===== src/rtl/ac97_cmd_pkg.sv =====
package ac97_cmd_pkg;

  localparam int REG_AW = 5;

  localparam logic [REG_AW-1:0] OFS_CFG = 5'h00;
  localparam logic [REG_AW-1:0] OFS_STS = 5'h04;
  localparam logic [REG_AW-1:0] OFS_DAT = 5'h08;
  localparam logic [REG_AW-1:0] OFS_CMD = 5'h0C;
  localparam logic [REG_AW-1:0] OFS_ENA = 5'h10;

  // status bit positions
  localparam int ST_ERR  = 12;
  localparam int ST_FEV  = 8;   // 4 sticky bits 11:8
  localparam int ST_RDY  = 7;
  localparam int ST_PEND = 6;
  localparam int ST_TXE  = 4;
  localparam int ST_TXF  = 3;
  localparam int ST_RXE  = 1;
  localparam int ST_RXF  = 0;

  // command word fields
  localparam int CMD_RD_BIT = 7;
  localparam int CMD_DAT_LO = 16;

  localparam logic [1:0] ENA_RESET = 2'b10;

  typedef enum logic [1:0] {
    ENG_IDLE,
    ENG_WAIT,
    ENG_SENT_WR,
    ENG_SENT_RD
  } eng_state_t;

endpackage


===== src/rtl/ac97_ctl_regs.sv =====
module ac97_ctl_regs
  import ac97_cmd_pkg::*;
#(
  parameter int SLOT_W = 10,
  parameter int NUM_FEV = 4,
  localparam int CFG_W = 3 + 2 * SLOT_W
) (
  input  logic               clk,
  input  logic               rst_ni,
  input  logic               wr_cfg,
  input  logic [CFG_W-1:0]   cfg_wdata,
  input  logic               wr_ena,
  input  logic [1:0]         ena_wdata,
  input  logic               wr_sts,
  input  logic               clr_err,
  input  logic [NUM_FEV-1:0] clr_fev,
  input  logic               cmd_reject,
  input  logic [NUM_FEV-1:0] fev_in,
  input  logic               sts_valid,
  input  logic               sts_ready,
  output logic [CFG_W-1:0]   cfg_q,
  output logic [1:0]         ena_q,
  output logic [NUM_FEV-1:0] fev_q,
  output logic               err_q,
  output logic               rdy_q
);

  logic [CFG_W-1:0]   cfg_d;
  logic [1:0]         ena_d;
  logic [NUM_FEV-1:0] fev_d;
  logic               err_d;
  logic               rdy_d;

  always_comb begin
    cfg_d = cfg_q;
    ena_d = ena_q;
    if (wr_cfg) cfg_d = cfg_wdata;
    if (wr_ena) ena_d = ena_wdata;
    err_d = cmd_reject | (err_q & ~(wr_sts & clr_err));
    if (cfg_q[0])       rdy_d = 1'b0;
    else if (sts_valid) rdy_d = sts_ready;
    else                rdy_d = rdy_q;
  end

  always_ff @(posedge clk or negedge rst_ni) begin
    if (!rst_ni) begin
      cfg_q <= '0;
      ena_q <= ENA_RESET;
      err_q <= 1'b0;
      rdy_q <= 1'b0;
    end else begin
      if (wr_cfg) cfg_q <= cfg_d;
      if (wr_ena) ena_q <= ena_d;
      err_q <= err_d;
      rdy_q <= rdy_d;
    end
  end

  for (genvar i = 0; i < NUM_FEV; i++) begin : g_fev
    assign fev_d[i] = fev_in[i] | (fev_q[i] & ~(wr_sts & clr_fev[i]));

    always_ff @(posedge clk or negedge rst_ni) begin
      if (!rst_ni) fev_q[i] <= 1'b0;
      else         fev_q[i] <= fev_d[i];
    end

    AST_FEV_STICKY: assert property (@(posedge clk) disable iff (!rst_ni)
      (fev_q[i] && !(wr_sts && clr_fev[i])) |=> fev_q[i]);
  end

  AST_RDY_COLD: assert property (@(posedge clk) disable iff (!rst_ni)
    cfg_q[0] |=> !rdy_q);

  AST_ERR_STICKY: assert property (@(posedge clk) disable iff (!rst_ni)
    (err_q && !(wr_sts && clr_err)) |=> err_q);

endmodule


===== src/rtl/ac97_cmd_engine.sv =====
module ac97_cmd_engine
  import ac97_cmd_pkg::*;
#(
  parameter int IDX_W = 7,
  parameter int CDATA_W = 16,
  parameter int RESP_FRAMES = 2,
  parameter int READ_TMO_FRAMES = 4,
  localparam int WIN_W = $clog2(RESP_FRAMES + 1),
  localparam int TMO_W = $clog2(READ_TMO_FRAMES + 1)
) (
  input  logic               clk,
  input  logic               rst_ni,
  input  logic               cmd_wr,
  input  logic [IDX_W-1:0]   cmd_idx,
  input  logic               cmd_rd,
  input  logic [CDATA_W-1:0] cmd_wdata,
  input  logic               tick,
  input  logic               sts_valid,
  input  logic [CDATA_W-1:0] sts_data,
  output logic               pending,
  output logic               reject,
  output logic               lnk_valid,
  output logic               lnk_rd,
  output logic [IDX_W-1:0]   lnk_idx,
  output logic [CDATA_W-1:0] lnk_wdata,
  output logic [CDATA_W-1:0] resp_rd
);

  eng_state_t         st_q, st_d;
  logic               vld_d;
  logic               load_cmd;
  logic [TMO_W-1:0]   tmo_q, tmo_d;
  logic [WIN_W-1:0]   win_q, win_d;
  logic [CDATA_W-1:0] resp_q, resp_d;

  always_comb begin
    st_d     = st_q;
    vld_d    = 1'b0;
    load_cmd = 1'b0;
    tmo_d    = tmo_q;
    win_d    = win_q;
    resp_d   = resp_q;
    reject   = cmd_wr && (st_q != ENG_IDLE);
    if (tick && win_q != '0) win_d = win_q - 1'b1;
    unique case (st_q)
      ENG_IDLE: begin
        if (cmd_wr) begin
          load_cmd = 1'b1;
          st_d     = ENG_WAIT;
        end
      end
      ENG_WAIT: begin
        if (tick) begin
          vld_d = 1'b1;
          tmo_d = '0;
          st_d  = lnk_rd ? ENG_SENT_RD : ENG_SENT_WR;
        end
      end
      ENG_SENT_WR: begin
        if (tick) st_d = ENG_IDLE;
      end
      ENG_SENT_RD: begin
        if (sts_valid) begin
          resp_d = sts_data;
          win_d  = WIN_W'(RESP_FRAMES);
          st_d   = ENG_IDLE;
        end else if (tick) begin
          if (tmo_q == TMO_W'(READ_TMO_FRAMES - 1)) begin
            win_d = '0;
            st_d  = ENG_IDLE;
          end else begin
            tmo_d = tmo_q + 1'b1;
          end
        end
      end
      default: st_d = ENG_IDLE;
    endcase
  end

  always_ff @(posedge clk or negedge rst_ni) begin
    if (!rst_ni) begin
      st_q      <= ENG_IDLE;
      lnk_valid <= 1'b0;
      tmo_q     <= '0;
      win_q     <= '0;
      resp_q    <= '0;
      lnk_rd    <= 1'b0;
      lnk_idx   <= '0;
      lnk_wdata <= '0;
    end else begin
      st_q      <= st_d;
      lnk_valid <= vld_d;
      tmo_q     <= tmo_d;
      win_q     <= win_d;
      resp_q    <= resp_d;
      if (load_cmd) begin
        lnk_rd    <= cmd_rd;
        lnk_idx   <= cmd_idx;
        lnk_wdata <= cmd_wdata;
      end
    end
  end

  assign pending = (st_q != ENG_IDLE);
  assign resp_rd = (win_q != '0) ? resp_q : '1;

  AST_ONE_PULSE: assert property (@(posedge clk) disable iff (!rst_ni)
    lnk_valid |=> !lnk_valid);

  AST_ISSUE_PENDING: assert property (@(posedge clk) disable iff (!rst_ni)
    lnk_valid |-> pending);

  AST_REJECT_KEEPS: assert property (@(posedge clk) disable iff (!rst_ni)
    (cmd_wr && pending) |=> ($stable(lnk_idx) && $stable(lnk_wdata) && $stable(lnk_rd)));

  AST_PEND_QUIET: assert property (@(posedge clk) disable iff (!rst_ni)
    (!tick && !sts_valid && !cmd_wr) |=> $stable(pending));

endmodule


===== src/rtl/ac97_cmd_ctrl.sv =====
module ac97_cmd_ctrl
  import ac97_cmd_pkg::*;
#(
  parameter int SLOT_W = 10,
  parameter int IDX_W = 7,
  parameter int CDATA_W = 16,
  parameter int RESP_FRAMES = 2,
  parameter int READ_TMO_FRAMES = 4,
  localparam int CFG_W = 3 + 2 * SLOT_W,
  localparam int NUM_FEV = 4
) (
  input  logic               clk,
  input  logic               rst_n,
  input  logic               reg_wr,
  input  logic [REG_AW-1:0]  reg_addr,
  input  logic [31:0]        reg_wdata,
  output logic [31:0]        reg_rdata,
  input  logic               frame_tick,
  output logic               lnk_cmd_valid,
  output logic               lnk_cmd_rd,
  output logic [IDX_W-1:0]   lnk_cmd_idx,
  output logic [CDATA_W-1:0] lnk_cmd_wdata,
  input  logic               lnk_sts_valid,
  input  logic               lnk_sts_ready,
  input  logic [CDATA_W-1:0] lnk_sts_data,
  input  logic               fifo_tx_empty,
  input  logic               fifo_tx_full,
  input  logic               fifo_rx_empty,
  input  logic               fifo_rx_full,
  input  logic [NUM_FEV-1:0] fifo_err_ev,
  output logic               acrst_n,
  output logic               sync_force,
  output logic               sync_gate,
  output logic [SLOT_W-1:0]  tx_slot_en,
  output logic [SLOT_W-1:0]  rx_slot_en,
  output logic               clk_en,
  output logic               blk_off
);

  logic [1:0]         rst_sync_q;
  logic               rst_ni;
  logic               wr_cfg, wr_sts, wr_cmd, wr_ena;
  logic [CFG_W-1:0]   cfg_q;
  logic [1:0]         ena_q;
  logic [NUM_FEV-1:0] fev_q;
  logic               err_q, rdy_q;
  logic               link_on, tick_en;
  logic               pending, reject;
  logic [CDATA_W-1:0] resp_rd;

  // asynchronous assert, synchronous release
  always_ff @(posedge clk or negedge rst_n) begin
    if (!rst_n) rst_sync_q <= 2'b00;
    else        rst_sync_q <= {rst_sync_q[0], 1'b1};
  end
  assign rst_ni = rst_sync_q[1];

  assign wr_cfg = reg_wr && (reg_addr == OFS_CFG);
  assign wr_sts = reg_wr && (reg_addr == OFS_STS);
  assign wr_cmd = reg_wr && (reg_addr == OFS_CMD);
  assign wr_ena = reg_wr && (reg_addr == OFS_ENA);

  assign link_on = ena_q[0] & ~ena_q[1];
  assign tick_en = frame_tick & link_on;

  ac97_ctl_regs #(
    .SLOT_W (SLOT_W),
    .NUM_FEV(NUM_FEV)
  ) u_regs (
    .clk       (clk),
    .rst_ni    (rst_ni),
    .wr_cfg    (wr_cfg),
    .cfg_wdata (reg_wdata[CFG_W-1:0]),
    .wr_ena    (wr_ena),
    .ena_wdata (reg_wdata[1:0]),
    .wr_sts    (wr_sts),
    .clr_err   (reg_wdata[ST_ERR]),
    .clr_fev   (reg_wdata[ST_FEV +: NUM_FEV]),
    .cmd_reject(reject),
    .fev_in    (fifo_err_ev),
    .sts_valid (lnk_sts_valid),
    .sts_ready (lnk_sts_ready),
    .cfg_q     (cfg_q),
    .ena_q     (ena_q),
    .fev_q     (fev_q),
    .err_q     (err_q),
    .rdy_q     (rdy_q)
  );

  ac97_cmd_engine #(
    .IDX_W          (IDX_W),
    .CDATA_W        (CDATA_W),
    .RESP_FRAMES    (RESP_FRAMES),
    .READ_TMO_FRAMES(READ_TMO_FRAMES)
  ) u_eng (
    .clk      (clk),
    .rst_ni   (rst_ni),
    .cmd_wr   (wr_cmd),
    .cmd_idx  (reg_wdata[IDX_W-1:0]),
    .cmd_rd   (reg_wdata[CMD_RD_BIT]),
    .cmd_wdata(reg_wdata[CMD_DAT_LO +: CDATA_W]),
    .tick     (tick_en),
    .sts_valid(lnk_sts_valid),
    .sts_data (lnk_sts_data),
    .pending  (pending),
    .reject   (reject),
    .lnk_valid(lnk_cmd_valid),
    .lnk_rd   (lnk_cmd_rd),
    .lnk_idx  (lnk_cmd_idx),
    .lnk_wdata(lnk_cmd_wdata),
    .resp_rd  (resp_rd)
  );

  always_comb begin
    reg_rdata = '0;
    unique case (reg_addr)
      OFS_CFG: reg_rdata[CFG_W-1:0] = cfg_q;
      OFS_STS: begin
        reg_rdata[ST_ERR]              = err_q;
        reg_rdata[ST_FEV +: NUM_FEV]   = fev_q;
        reg_rdata[ST_RDY]              = rdy_q;
        reg_rdata[ST_PEND]             = pending;
        reg_rdata[ST_TXE]              = fifo_tx_empty;
        reg_rdata[ST_TXF]              = fifo_tx_full;
        reg_rdata[ST_RXE]              = fifo_rx_empty;
        reg_rdata[ST_RXF]              = fifo_rx_full;
      end
      OFS_DAT: reg_rdata = '0;
      OFS_CMD: reg_rdata[CDATA_W-1:0] = resp_rd;
      OFS_ENA: reg_rdata[1:0] = ena_q;
      default: reg_rdata = '0;
    endcase
  end

  assign acrst_n    = ~cfg_q[0];
  assign sync_force = cfg_q[1];
  assign sync_gate  = cfg_q[2];
  assign tx_slot_en = cfg_q[3 +: SLOT_W];
  assign rx_slot_en = cfg_q[3 + SLOT_W +: SLOT_W];
  assign clk_en     = ena_q[0];
  assign blk_off    = ena_q[1];

  AST_LINK_IDLE: assert property (@(posedge clk) disable iff (!rst_ni)
    (!clk_en || blk_off) |=> !lnk_cmd_valid);

endmodule


===== config.mk =====
export PLATFORM = sky130hd
export DESIGN_NAME = ac97_cmd_ctrl
export DESIGN_NICKNAME = d
export VERILOG_FILES = /design/src/rtl/ac97_cmd_pkg.sv /design/src/rtl/ac97_ctl_regs.sv /design/src/rtl/ac97_cmd_engine.sv /design/src/rtl/ac97_cmd_ctrl.sv
export SDC_FILE = /design/constraint.sdc
export NUM_CORES = 1
export LEC_CHECK = 0
export ABC_AREA = 1
export ABC_CLOCK_PERIOD_IN_PS = 5200
export BUFFER_PORTS_ARGS = -buffer_cell sky130_fd_sc_hd__buf_4
export CAP_MARGIN = 20
export CORE_UTILIZATION = 41
export DETAILED_ROUTE_END_ITERATION = 7
export PLACE_DENSITY = 0.72
export REMOVE_ABC_BUFFERS = 1
export SETUP_SLACK_MARGIN = 0.5
export SKIP_LAST_GASP = 1
export SLEW_MARGIN = 20
export SYNTH_ARGS = -nofsm -noshare
export SYNTH_HDL_FRONTEND = slang
export SYNTH_SLANG_ARGS = --single-unit

===== constraint.sdc =====
create_clock -name clk -period 5.2 [get_ports clk]
set_input_delay 0.78 -clock clk [delete_from_list [all_inputs] [get_ports clk]]
set_output_delay 0.78 -clock clk [all_outputs]
set_load 0.01 [all_outputs]

==> impl_results.md, run 1 <==
* Sequential share of the synthesized area at 52.27%
* Nets at 662
* Switching power as a share of total power at 31.17%
* Final critical-path share of the clock period at 63.51%
* CTS Buf Count at 9
* Worst Tran Pin Value at 986.6 ps
* Classification of the worst setup path: in -> out
* Internal portion of total power at 1385 uW
* Signal arrival time at the worst endpoint at 2520 ps
* Portion of total power attributed to combinational logic at 26.3%
* Total vias in the final route at 3347
* Post-synthesis instance area at 3880 um^2
* Remaining antenna violation count after routing at 0
* Post-synthesis cell type with the largest combined area: sky130_fd_sc_hd__dfrtp_1
* Post-route cell area at 5071 um^2
* Post-detailed-route DRC marker count at 0
* Met2 demand-to-capacity share in global routing at 33.76%
* Leading post-synthesis cells by instance count: sky130_fd_sc_hd__nand2_1, sky130_fd_sc_hd__dfrtp_1, sky130_fd_sc_hd__o21ai_0
* Area overhead of the layout relative to synthesis at 30.70%
* Count of distinct cell types in the synthesized netlist at 25
* Worst min path class: in -> async
* Sort of element at the end of the critical path: primary output
* Register bit total from synthesis at 81
* Proportion of layout cells with a drive suffix above 1 at 29.48%
* # placed instances at 691
* Launching element of the worst setup path: reg_addr[1]
* Global route overflow at 0
* Total wire length at 9.431 mm
* CTS tree: done
* Final number of setup-violating endpoints at 0
* Starting density of the core at 42.19%
* Root Driver: sky130_fd_sc_hd__clkbuf_8
* Synth async-reset ratio at 100.0%
* Filler instances at 884
* Most repeated cell in the gate-level netlist after synthesis: sky130_fd_sc_hd__nand2_1
* Std cell rows at 35
* Final worst path period need at 3303 ps
* Number of antenna repair diodes at 0
* Final worst setup slack at 1897 ps
* Required time of the critical path at 4420 ps
* Worst Path Max Fanout at 21
* Leading cell types by total area after synthesis: sky130_fd_sc_hd__dfrtp_1, sky130_fd_sc_hd__nand2_1, sky130_fd_sc_hd__o21ai_0, sky130_fd_sc_hd__buf_4, sky130_fd_sc_hd__inv_1
* Via density per instance at 4.727
* H-tree depth reported by CTS at 3
* Fraction of met3 tracks used by global routing at 5.130%
* Worst setup skew after layout at 11.33 ps
* Avg Inst Size Synth at 8.117 um^2
* Number of placed I/O pins at 149
* Final core utilization at 55.14%
* Master of the slowest instance on the critical path: sky130_fd_sc_hd__nor2_2
* Maximum clock insertion buffer count at 2
* Global-route total usage across every layer at 20.03%
* RePlAce Congestion at 0.7927
* DIE HEIGHT at 99.28 um
* Startpoint kind of the worst setup timing path: input pin
* Global-route wire length before repair at 15.48 mm
* Post-CTS sizing at 0
* Cell chain of the critical path: buf_4, nor2_4, nand2_1, nor2_2, inv_1, nor2_1, buf_4
* Register share of total power at 45.5%
* RSZ-0062 raised after global routing: false
* X dimension of the die at 99.28 um
* Pin count of the biggest net entering global routing at 80
* First-pass iteration count of the detailed router at 4
* Post-CTS clock slew at the launch and capture registers of the worst setup and hold paths at 90 ps
* Clk Latency, worst-skew pair at 350 ps
* Number of enable-type register cells in the synthesized netlist at 0
* HPWL Detailed at 6.607 mm
* Most numerous cell on the critical path: sky130_fd_sc_hd__buf_4
* Met1 GRT Util at 24.98%
* Number of warnings reported in the yosys synthesis log at 0
* Final-layout setup total negative slack at 0 ps
* Switching component of the power at 627.3 uW
* Max incr delay on CP at 750 ps
* Setup bufs post-CTS at 0
* Iteration-0 DRC Markers at 87
* Static power due to leakage at 0.002845 uW
* Finished Layout Cells at 708
* Number of port buffers at 139
* WL per Instance at 13.32 um
* Pwr/cell area at 396.8 nW/um^2
* Maximum VDD drop at 0.0001602 V
* # Max-Cap Violations at 0
* Run status: finished, final reports clean
* Die ar. at 9857 um^2
* Hold-fix buffers at CTS at 0
* Reg2Reg Launch Point: u_eng.st_q[1]
* CTS Sinks at 81
* Clock network power share at 28.3%
* Max-Slew Margin vs Limit at 34.16%
* Via count of the first global-routing pass at 3302
* Fmax at 302.8 MHz
* Instance count of the mapped netlist at 478
* Pre-CTS setup slack at 1883 ps
* Antenna violations before repair at 0
* Final number of hold-violating endpoints at 0
* Most used routing layer: met2
* Post-detailed-placement cell area at 4790 um^2
* Core area at 9196 um^2
* Final-report max-slew violation count at 0
* Post-synth top area share at 51.60%
* Primary flip-flop cell chosen by synthesis mapping: sky130_fd_sc_hd__dfrtp_1
==> through the flow <==
stage / power, uW / hold slack (ps)
2_1_floorplan: 1178 / 331.2
3_3_place_gp: 1429 / 336.7
3_5_place_dp: 1457 / 346.5
4_1_cts: 2029 / 184.2
5_1_grt: 2150 / 173.8
6_report: 2012 / 190.5
==> worst paths after layout <==
check                      cells after the start  slack [ps]               end
max                                            7        1900     reg_rdata[22]
min in group clk                               0         370     rst_sync_q[1]
max in group asynchronous                      1        4370  u_regs.cfg_q[12]
min                                            1         190     rst_sync_q[0]
max reg2reg                                    7        3570    u_eng.tmo_q[0]
min reg2reg                                    0         250   u_regs.cfg_q[1]
==> power by group through the flow <==
stage | clock (uW) | combinational [uW] | sequential [uW]
finish | 569 | 529 | 915
floorplan | 0 | 231 | 947
global placement | 0 | 506 | 923
CTS | 582 | 525 | 923
global route | 609 | 601 | 940
detailed placement | 0 | 524 | 933
==> logic make-up after synthesis <==
kind of cell	after synthesis	synth area share (%)
compound gates	62	8.384
fa+ha+maj	3	0.9675
buf+inv	94	12.64
simple gates	236	25.54
flops	81	52.27
other cells	2	0.1936
==> cells in the final DEF, fill, tap and decap left out, drive strengths merged <==
| cell type | netlist | layout |
|---|---|---|
| dfrtp | 80 | 80 |
| clkbuf | 2 | 10 |
| dfstp | 1 | 1 |
| o21ai | 61 | 61 |
| nor3 | 1 | 1 |
| inv | 49 | 50 |
| ha | 3 | 3 |
| nand3 | 18 | 18 |
| a21oi | 1 | 1 |
| nand4 | 4 | 4 |
| nand3b | 1 | 1 |
| buf | 43 | 140 |
| nor2 | 25 | 25 |
| clkinvlp | 0 | 2 |
| nand2 | 187 | 187 |
| conb | 2 | 10 |
| bufinv | 0 | 3 |
==> per-layer routing <==
metal / up-vias / wire length [um]
li1: 1668 / -
met1: 1553 / 4083
met2: 112 / 4586
met3: 14 / 607
met4: 0 / 153
met5: - / 0
==> flip-flops by register name, indices dropped and copies added, names as in the netlist, 3 cells and up <==
signal           cells
u_eng.tmo_q          3
u_eng.lnk_idx        7
u_regs.fev_q         4
u_eng.resp_q        16
u_eng.lnk_wdata     16
u_regs.cfg_q        23
==> final cells by class <==
type | count | area, um^2 | area share (%)
well taps | 111 | 138.9 | 2.739
repair buffers | 140 | 1071 | 21.12
clock inverters | 6 | 113.9 | 2.245
multi-input cells | 311 | 1394 | 27.49
flip-flops and latches | 81 | 2032 | 40.07
inverters | 49 | 183.9 | 3.627
clock buffers | 10 | 137.6 | 2.714
==> critical path, delay by kind of cell <==
family | cells | cell delay (ps)
buf+inv | 3 | 580
simple gates | 4 | 1160
Power figures use the tool's default switching activity.
==> run 2, diff against run 1 <==
--- a/config.mk
+++ b/config.mk
@@ -6,7 +6,7 @@
 export NUM_CORES = 1
 export LEC_CHECK = 0
 export ABC_AREA = 1
-export ABC_CLOCK_PERIOD_IN_PS = 5200
+export ABC_CLOCK_PERIOD_IN_PS = 3100
 export BUFFER_PORTS_ARGS = -buffer_cell sky130_fd_sc_hd__buf_4
 export CAP_MARGIN = 20
 export CORE_UTILIZATION = 41
==> constraint.sdc (replaced) <==
create_clock -name clk -period 3.1 [get_ports clk]
set_input_delay 0.465 -clock clk [delete_from_list [all_inputs] [get_ports clk]]
set_output_delay 0.465 -clock clk [all_outputs]
set_load 0.01 [all_outputs]
==> run 2 against run 1 <==
Against the previous run:
- first-iteration DRC count rose by 57%
- count of clock-buffer cells in the layout rose by 1
- total power rose by 62%
- routed wire length rose by 0.24%
- largest power group unchanged
- worst hold slack improved by 110 ps
- largest cell class unchanged
- cell count rose by 0.42%
- critical endpoint is now reg_rdata[4]
- core utilization fell by 0.18 points
- sequential cell count did not move
- sequential share of layout area rose by 0.13 points
- register-to-register slack got worse by 2100 ps
==> impl_results.md, run 2 (synthesis results as in run 1) <==
* Run status: finished, final reports clean
* Required time of the critical path at 2630 ps
* Critical path destination: reg_rdata[4]
* Register cell area after layout at 2032 um^2
* Area overhead of the layout relative to synthesis at 30.28%
* Launching element of the worst setup path: u_eng.win_q[0]
* Number of port buffers at 139
* Maximum VDD drop at 0.0003008 V
* Worst Reg-to-Reg Cells at 7
* Signal arrival time at the worst endpoint at 1800 ps
* Clk Latency, worst-skew pair at 340 ps
* Post-Route Hold Slack at 303.0 ps
* Starting density of the core at 42.19%
* Die ar. at 9857 um^2
* RSZ-0062 raised after global routing: false
* Number of placed I/O pins at 149
* Nets at 665
* Reg2Reg Setup Slack at 1510 ps
* Max-Slew Margin vs Limit at 52.30%
* Fmax at 441.3 MHz
* Static power due to leakage at 0.002851 uW
* CTS Sinks at 81
* Final-report max-slew violation count at 0
* X dimension of the die at 99.28 um
* Register bank with the most flops: u_regs.cfg_q
* WL per Instance at 13.30 um
* Pin count of the biggest net entering global routing at 80
* Final critical-path share of the clock period at 73.09%
* Antenna violations before repair at 0
* Number of flip-flops under the largest register name at 23
* Endpoint of the worst-slack reg-to-reg timing path: u_eng.win_q[1]
* Proportion of layout cells with a drive suffix above 1 at 29.33%
* Multi-input gate area in the final layout at 1391 um^2
* Via density per instance at 4.734
* Final number of hold-violating endpoints at 0
* Worst setup skew after layout at 9.269 ps
* Global-route total usage across every layer at 19.86%
* Number of antenna repair diodes at 0
* Total wire length at 9.454 mm
* HPWL Detailed at 6.795 mm
* Final number of setup-violating endpoints at 0
* CTS Buf Count at 9
* Remaining antenna violation count after routing at 0
* Via count of the first global-routing pass at 3340
* Leading cell type in the layout, fill and taps excluded: sky130_fd_sc_hd__nand2_1
* H-tree depth reported by CTS at 3
* Pwr/cell area at 646.3 nW/um^2
* Commonest cells after routing, fill and taps aside: sky130_fd_sc_hd__nand2_1, sky130_fd_sc_hd__buf_4, sky130_fd_sc_hd__dfrtp_1, sky130_fd_sc_hd__o21ai_0, sky130_fd_sc_hd__inv_1
* Sort of element at the end of the critical path: primary output
* Core area at 9196 um^2
* Final-layout setup total negative slack at 0 ps
* Filler instances at 862
* Root Driver: sky130_fd_sc_hd__clkbuf_8
* Std cell rows at 35
* Total vias in the final route at 3366
* Global route overflow at 0
* Iteration-0 DRC Markers at 137
* # placed instances at 693
* Post-detailed-route DRC marker count at 0
* # Max-Cap Violations at 0
* First-pass iteration count of the detailed router at 4
* Worst Tran Pin Value at 713.0 ps
* RePlAce Congestion at 0.7863
* CTS tree: done
* Post-CTS clock slew at the launch and capture registers of the worst setup and hold paths at 80 ps
* Pre-CTS setup slack at 765.3 ps
* Reg2Reg Launch Point: u_eng.win_q[0]
* Finished Layout Cells at 711
* Final worst setup slack at 834.2 ps
* Biggest registers after layout: u_regs.cfg_q: 23 flops, u_eng.lnk_wdata: 16 flops, u_eng.resp_q: 16 flops
* Maximum clock insertion buffer count at 2
* Final worst path period need at 2266 ps
* Classification of the worst setup path: reg -> out
* DIE HEIGHT at 99.28 um
* Worst min path class: reg -> async
* Worst Path Max Fanout at 17
* Post-detailed-placement cell area at 4805 um^2
* Global-route wire length before repair at 15.33 mm
* Post-route cell area at 5055 um^2
* Startpoint kind of the worst setup timing path: flop
## run 2: cell types whose count changed in the layout (fill, tap and decap cells not counted)
cell and delta:
sky130_fd_sc_hd__clkinv_2 +2, sky130_fd_sc_hd__buf_4 +2, sky130_fd_sc_hd__clkinvlp_4 -2, sky130_fd_sc_hd__inv_6 -1, sky130_fd_sc_hd__clkbuf_1 +1, sky130_fd_sc_hd__bufinv_16 -1, sky130_fd_sc_hd__clkinv_4 +1, sky130_fd_sc_hd__nor2_1 +1
sky130_fd_sc_hd__buf_12 +1, sky130_fd_sc_hd__nor2_2 -1, sky130_fd_sc_hd__buf_16 -1, sky130_fd_sc_hd__dlygate4sd3_1 +1
## run 2: final cells by class
| class | instances | share of cell area [%] |
|---|---|---|
| clock buffer | 11 | 2.797 |
| multi-input combinational | 311 | 27.52 |
| tap | 111 | 2.748 |
| sequential | 81 | 40.20 |
| inverter | 49 | 3.639 |
| timing repair buffer | 143 | 21.53 |
| clock inverter | 5 | 1.559 |
## run 2: worst max-delay path, cell delays in order, from the launching register on
cell and delay, ps:
sky130_fd_sc_hd__dfrtp_1 390, sky130_fd_sc_hd__inv_1 80, sky130_fd_sc_hd__ha_1 560, sky130_fd_sc_hd__o21ai_0 190, sky130_fd_sc_hd__nand3_1 120, sky130_fd_sc_hd__buf_4 130
## run 2: worst min-delay path by stage
| stage | end | slack [ps] | depth (start not counted) |
|---|---|---|---|
| 2_1_floorplan | rst_sync_q[0] | 170 | 0 |
| 3_3_place_gp | rst_sync_q[0] | 250 | 1 |
| 3_5_place_dp | rst_sync_q[0] | 250 | 1 |
| 4_1_cts | u_regs.fev_q[2] | 290 | 3 |
| 5_1_grt | u_regs.fev_q[2] | 290 | 3 |
| 6_report | u_regs.ena_q[0] | 300 | 0 |
## run 2: where the power goes
group	switching, uW	internal, uW	total [uW]
combinational	462	420	882
clock	371	475	846
sequential	194	1340	1540
## run 2: routing by layer
layer | routed length [um] | up-vias | GRT usage (%)
met3 | 581 | 18 | 4.216
met2 | 4526 | 123 | 33.23
met1 | 4132 | 1563 | 25.21
met5 | 0 | - | 0
li1 | - | 1662 | -
met4 | 214 | 0 | 7.919
## run 2: what timing repair did
item | CTS | global route
hold endpoints to repair | 2 | 0
hold buffers | 1 | 0
resized for setup | 0 | 0
buffers inserted | 0 | 0
## run 2: per-stage QoR
step / utilization [%] / total power (uW)
detailed placement: 52.24 / 2447
CTS: 54.75 / 3298
global placement: 52.24 / 2402
finish: 54.97 / 3267
floorplan: - / 1976
global route: 54.97 / 3494
==> run 3, diff against run 2 <==
--- a/config.mk
+++ b/config.mk
@@ -6,12 +6,12 @@
 export NUM_CORES = 1
 export LEC_CHECK = 0
 export ABC_AREA = 1
-export ABC_CLOCK_PERIOD_IN_PS = 3100
+export ABC_CLOCK_PERIOD_IN_PS = 2009
 export BUFFER_PORTS_ARGS = -buffer_cell sky130_fd_sc_hd__buf_4
 export CAP_MARGIN = 20
 export CORE_UTILIZATION = 41
 export DETAILED_ROUTE_END_ITERATION = 7
-export PLACE_DENSITY = 0.72
+export PLACE_DENSITY = 0.75
 export REMOVE_ABC_BUFFERS = 1
 export SETUP_SLACK_MARGIN = 0.5
 export SKIP_LAST_GASP = 1
==> constraint.sdc (replaced) <==
create_clock -name clk -period 2.01 [get_ports clk]
set_input_delay 0.3015 -clock clk [delete_from_list [all_inputs] [get_ports clk]]
set_output_delay 0.3015 -clock clk [all_outputs]
set_load 0.01 [all_outputs]
==> run 3 against run 2 <==
Against the previous run:
- first-iteration DRC count is 25% higher
- clock power is 26% higher
- clock skew is 1.1 ps higher
- core utilization is 2.8 points higher
- total power is 57% higher
- via count is 3.2% higher
- sequential power is 56% higher
- final area is 5.0% higher
- largest power group unchanged
==> impl_results.md, run 3 (synthesis results as in run 1) <==
* Total vias in the final route at 3474
* Final number of hold-violating endpoints at 0
* Signal arrival time at the worst endpoint at 1460 ps
* Number of port buffers at 139
* RSZ-0062 raised after global routing: true
* DIE HEIGHT at 99.28 um
* Maximum clock insertion buffer count at 2
* Final worst path period need at 1762 ps
* First-pass iteration count of the detailed router at 5
* WL per Instance at 13.90 um
* Via count of the first global-routing pass at 3481
* Iteration-0 DRC Markers at 171
* CTS Buf Count at 9
* Std cell rows at 35
* Pin count of the biggest net entering global routing at 42
* Max-Slew Margin vs Limit at 65.37%
* Post-CTS clock slew at the launch and capture registers of the worst setup and hold paths at 80 ps
* Leading cell type in the layout, fill and taps excluded: sky130_fd_sc_hd__nand2_1
* Global-route wire length before repair at 16.57 mm
* Startpoint kind of the worst setup timing path: flop
* Final number of setup-violating endpoints at 0
* Area overhead of the layout relative to synthesis at 36.83%
* Nets at 681
* Switching power as a share of total power at 34.15%
* Classification of the worst setup path: reg -> out
* Remaining antenna violation count after routing at 0
* Worst Tran Pin Value at 519.4 ps
* Die ar. at 9857 um^2
* Global route overflow at 0
* RePlAce Congestion at 0.8155
* Biggest registers after layout: u_regs.cfg_q: 23 flops, u_eng.lnk_wdata: 16 flops, u_eng.resp_q: 16 flops
* Number of antenna repair diodes at 0
* CTS Sinks at 81
* Commonest cells after routing, fill and taps aside: sky130_fd_sc_hd__nand2_1, sky130_fd_sc_hd__buf_4, sky130_fd_sc_hd__dfrtp_1, sky130_fd_sc_hd__inv_1, sky130_fd_sc_hd__o21ai_0
* Switching component of the power at 1746 uW
* HPWL Detailed at 6.873 mm
* Global-route total usage across every layer at 21.63%
* Finished Layout Cells at 727
* Starting density of the core at 42.19%
* H-tree depth reported by CTS at 3
* Sort of element at the end of the critical path: primary output
* Post-detailed-route DRC marker count at 0
* # placed instances at 697
* Root Driver: sky130_fd_sc_hd__clkbuf_8
* Portion of total power attributed to combinational logic at 31.9%
* Worst min path class: in -> reg
* Via density per instance at 4.779
* Worst setup skew after layout at 10.41 ps
* Required time of the critical path at 1710 ps
* Number of placed I/O pins at 149
* Fmax at 567.5 MHz
* Core area at 9196 um^2
* Clk Latency, worst-skew pair at 350 ps
* Number of flip-flops under the largest register name at 23
* Final critical-path share of the clock period at 87.67%
* Static power due to leakage at 0.002929 uW
* Final-report max-slew violation count at 0
* CTS tree: done
* Worst Path Max Fanout at 8
* Antenna violations before repair at 0
* Clock network power share at 20.9%
* Register bank with the most flops: u_regs.cfg_q
* Internal portion of total power at 3367 uW
* X dimension of the die at 99.28 um
* Pwr/cell area at 963.1 nW/um^2
* Maximum VDD drop at 0.0004656 V
* # Max-Cap Violations at 0
* Final-layout setup total negative slack at 0 ps
* Total wire length at 10.11 mm
* Final core utilization at 57.73%
* Proportion of layout cells with a drive suffix above 1 at 36.04%
* Register share of total power at 47.2%
* Run status: finished, final reports clean
==> run 3: changes by cell type in the layout (fill, tap and decap cells not counted), sizes merged <==
cell      before  now
buf          142  157
bufinv         2    0
clkinv         3    2
clkinvlp       0    4
inv           49   48
nand3b         1    2
==> run 3: cell type report <==
cell class	count	area [um^2]
clock inverters	5	32.53
fillers	854	3887
inverters	49	187.7
repair buffers	158	1260
flip-flops and latches	81	2032
clock buffers	11	141.4
well taps	111	138.9
multi-input cells	312	1516
==> run 3: worst max-delay path: stages (launching register included) <==
cell	delay, ps
sky130_fd_sc_hd__dfrtp_1	370
sky130_fd_sc_hd__inv_2	60
sky130_fd_sc_hd__ha_4	180
sky130_fd_sc_hd__buf_8	150
sky130_fd_sc_hd__o21ai_1	130
sky130_fd_sc_hd__nand3_1	80
sky130_fd_sc_hd__buf_4	150
==> run 3: final timing paths <==
| check | from | to | slack, ps | depth (start not counted) |
|---|---|---|---|---|
| hold / removal | fifo_err_ev[0] | u_regs.fev_q[0] | 140 | 3 |
| setup reg to reg | u_eng.win_q[0] | u_eng.win_q[1] | 630 | 8 |
| max in group asynchronous | rst_sync_q[1] | u_regs.ena_q[1] | 1060 | 1 |
| hold reg to reg | rst_sync_q[1] | u_regs.cfg_q[20] | 310 | 0 |
| setup / recovery | u_eng.win_q[0] | reg_rdata[12] | 250 | 6 |
| min in group asynchronous | rst_n | rst_sync_q[1] | 270 | 2 |
==> run 3: power by group through the flow <==
stage	Sequential (uW)	Clock, uW	Combinational [uW]
floorplan	2450	0	598
global placement	2380	0	1320
detailed placement	2390	0	1380
CTS	2400	1090	1590
global route	2480	1170	1810
finish	2410	1070	1630
==> run 3: what timing repair did <==
action | 4_1_cts | 5_1_grt
cloned | 1 | 0
hold buffers | 1 | 0
endpoints found under the setup margin | 32 | 28
setup buffers | 11 | 1
resized for setup | 43 | 17
pin swaps | 15 | 25
hold endpoints to repair | 2 | 0
==> run 3: per-stage QoR <==
step	setup WS (ps)	hold WS (ps)	power, uW	cell area (um^2)
after floorplan	-411.2	5.909	3048	3603
after global placement	233.2	84.23	3698	4847
after detailed placement	168.3	84.67	3768	4847
after CTS	258.5	126.3	5086	5251
after global routing	192.8	139.6	5466	5309
final	247.8	144.1	5113	5309
==> run 3: metal layers <==
metal,track usage (%),wire length (um),vias up
li1,-,-,1700
met1,27.69,4240,1629
met2,35.58,4994,126
met3,4.708,673,19
met4,9.163,199,0
met5,0,0,-
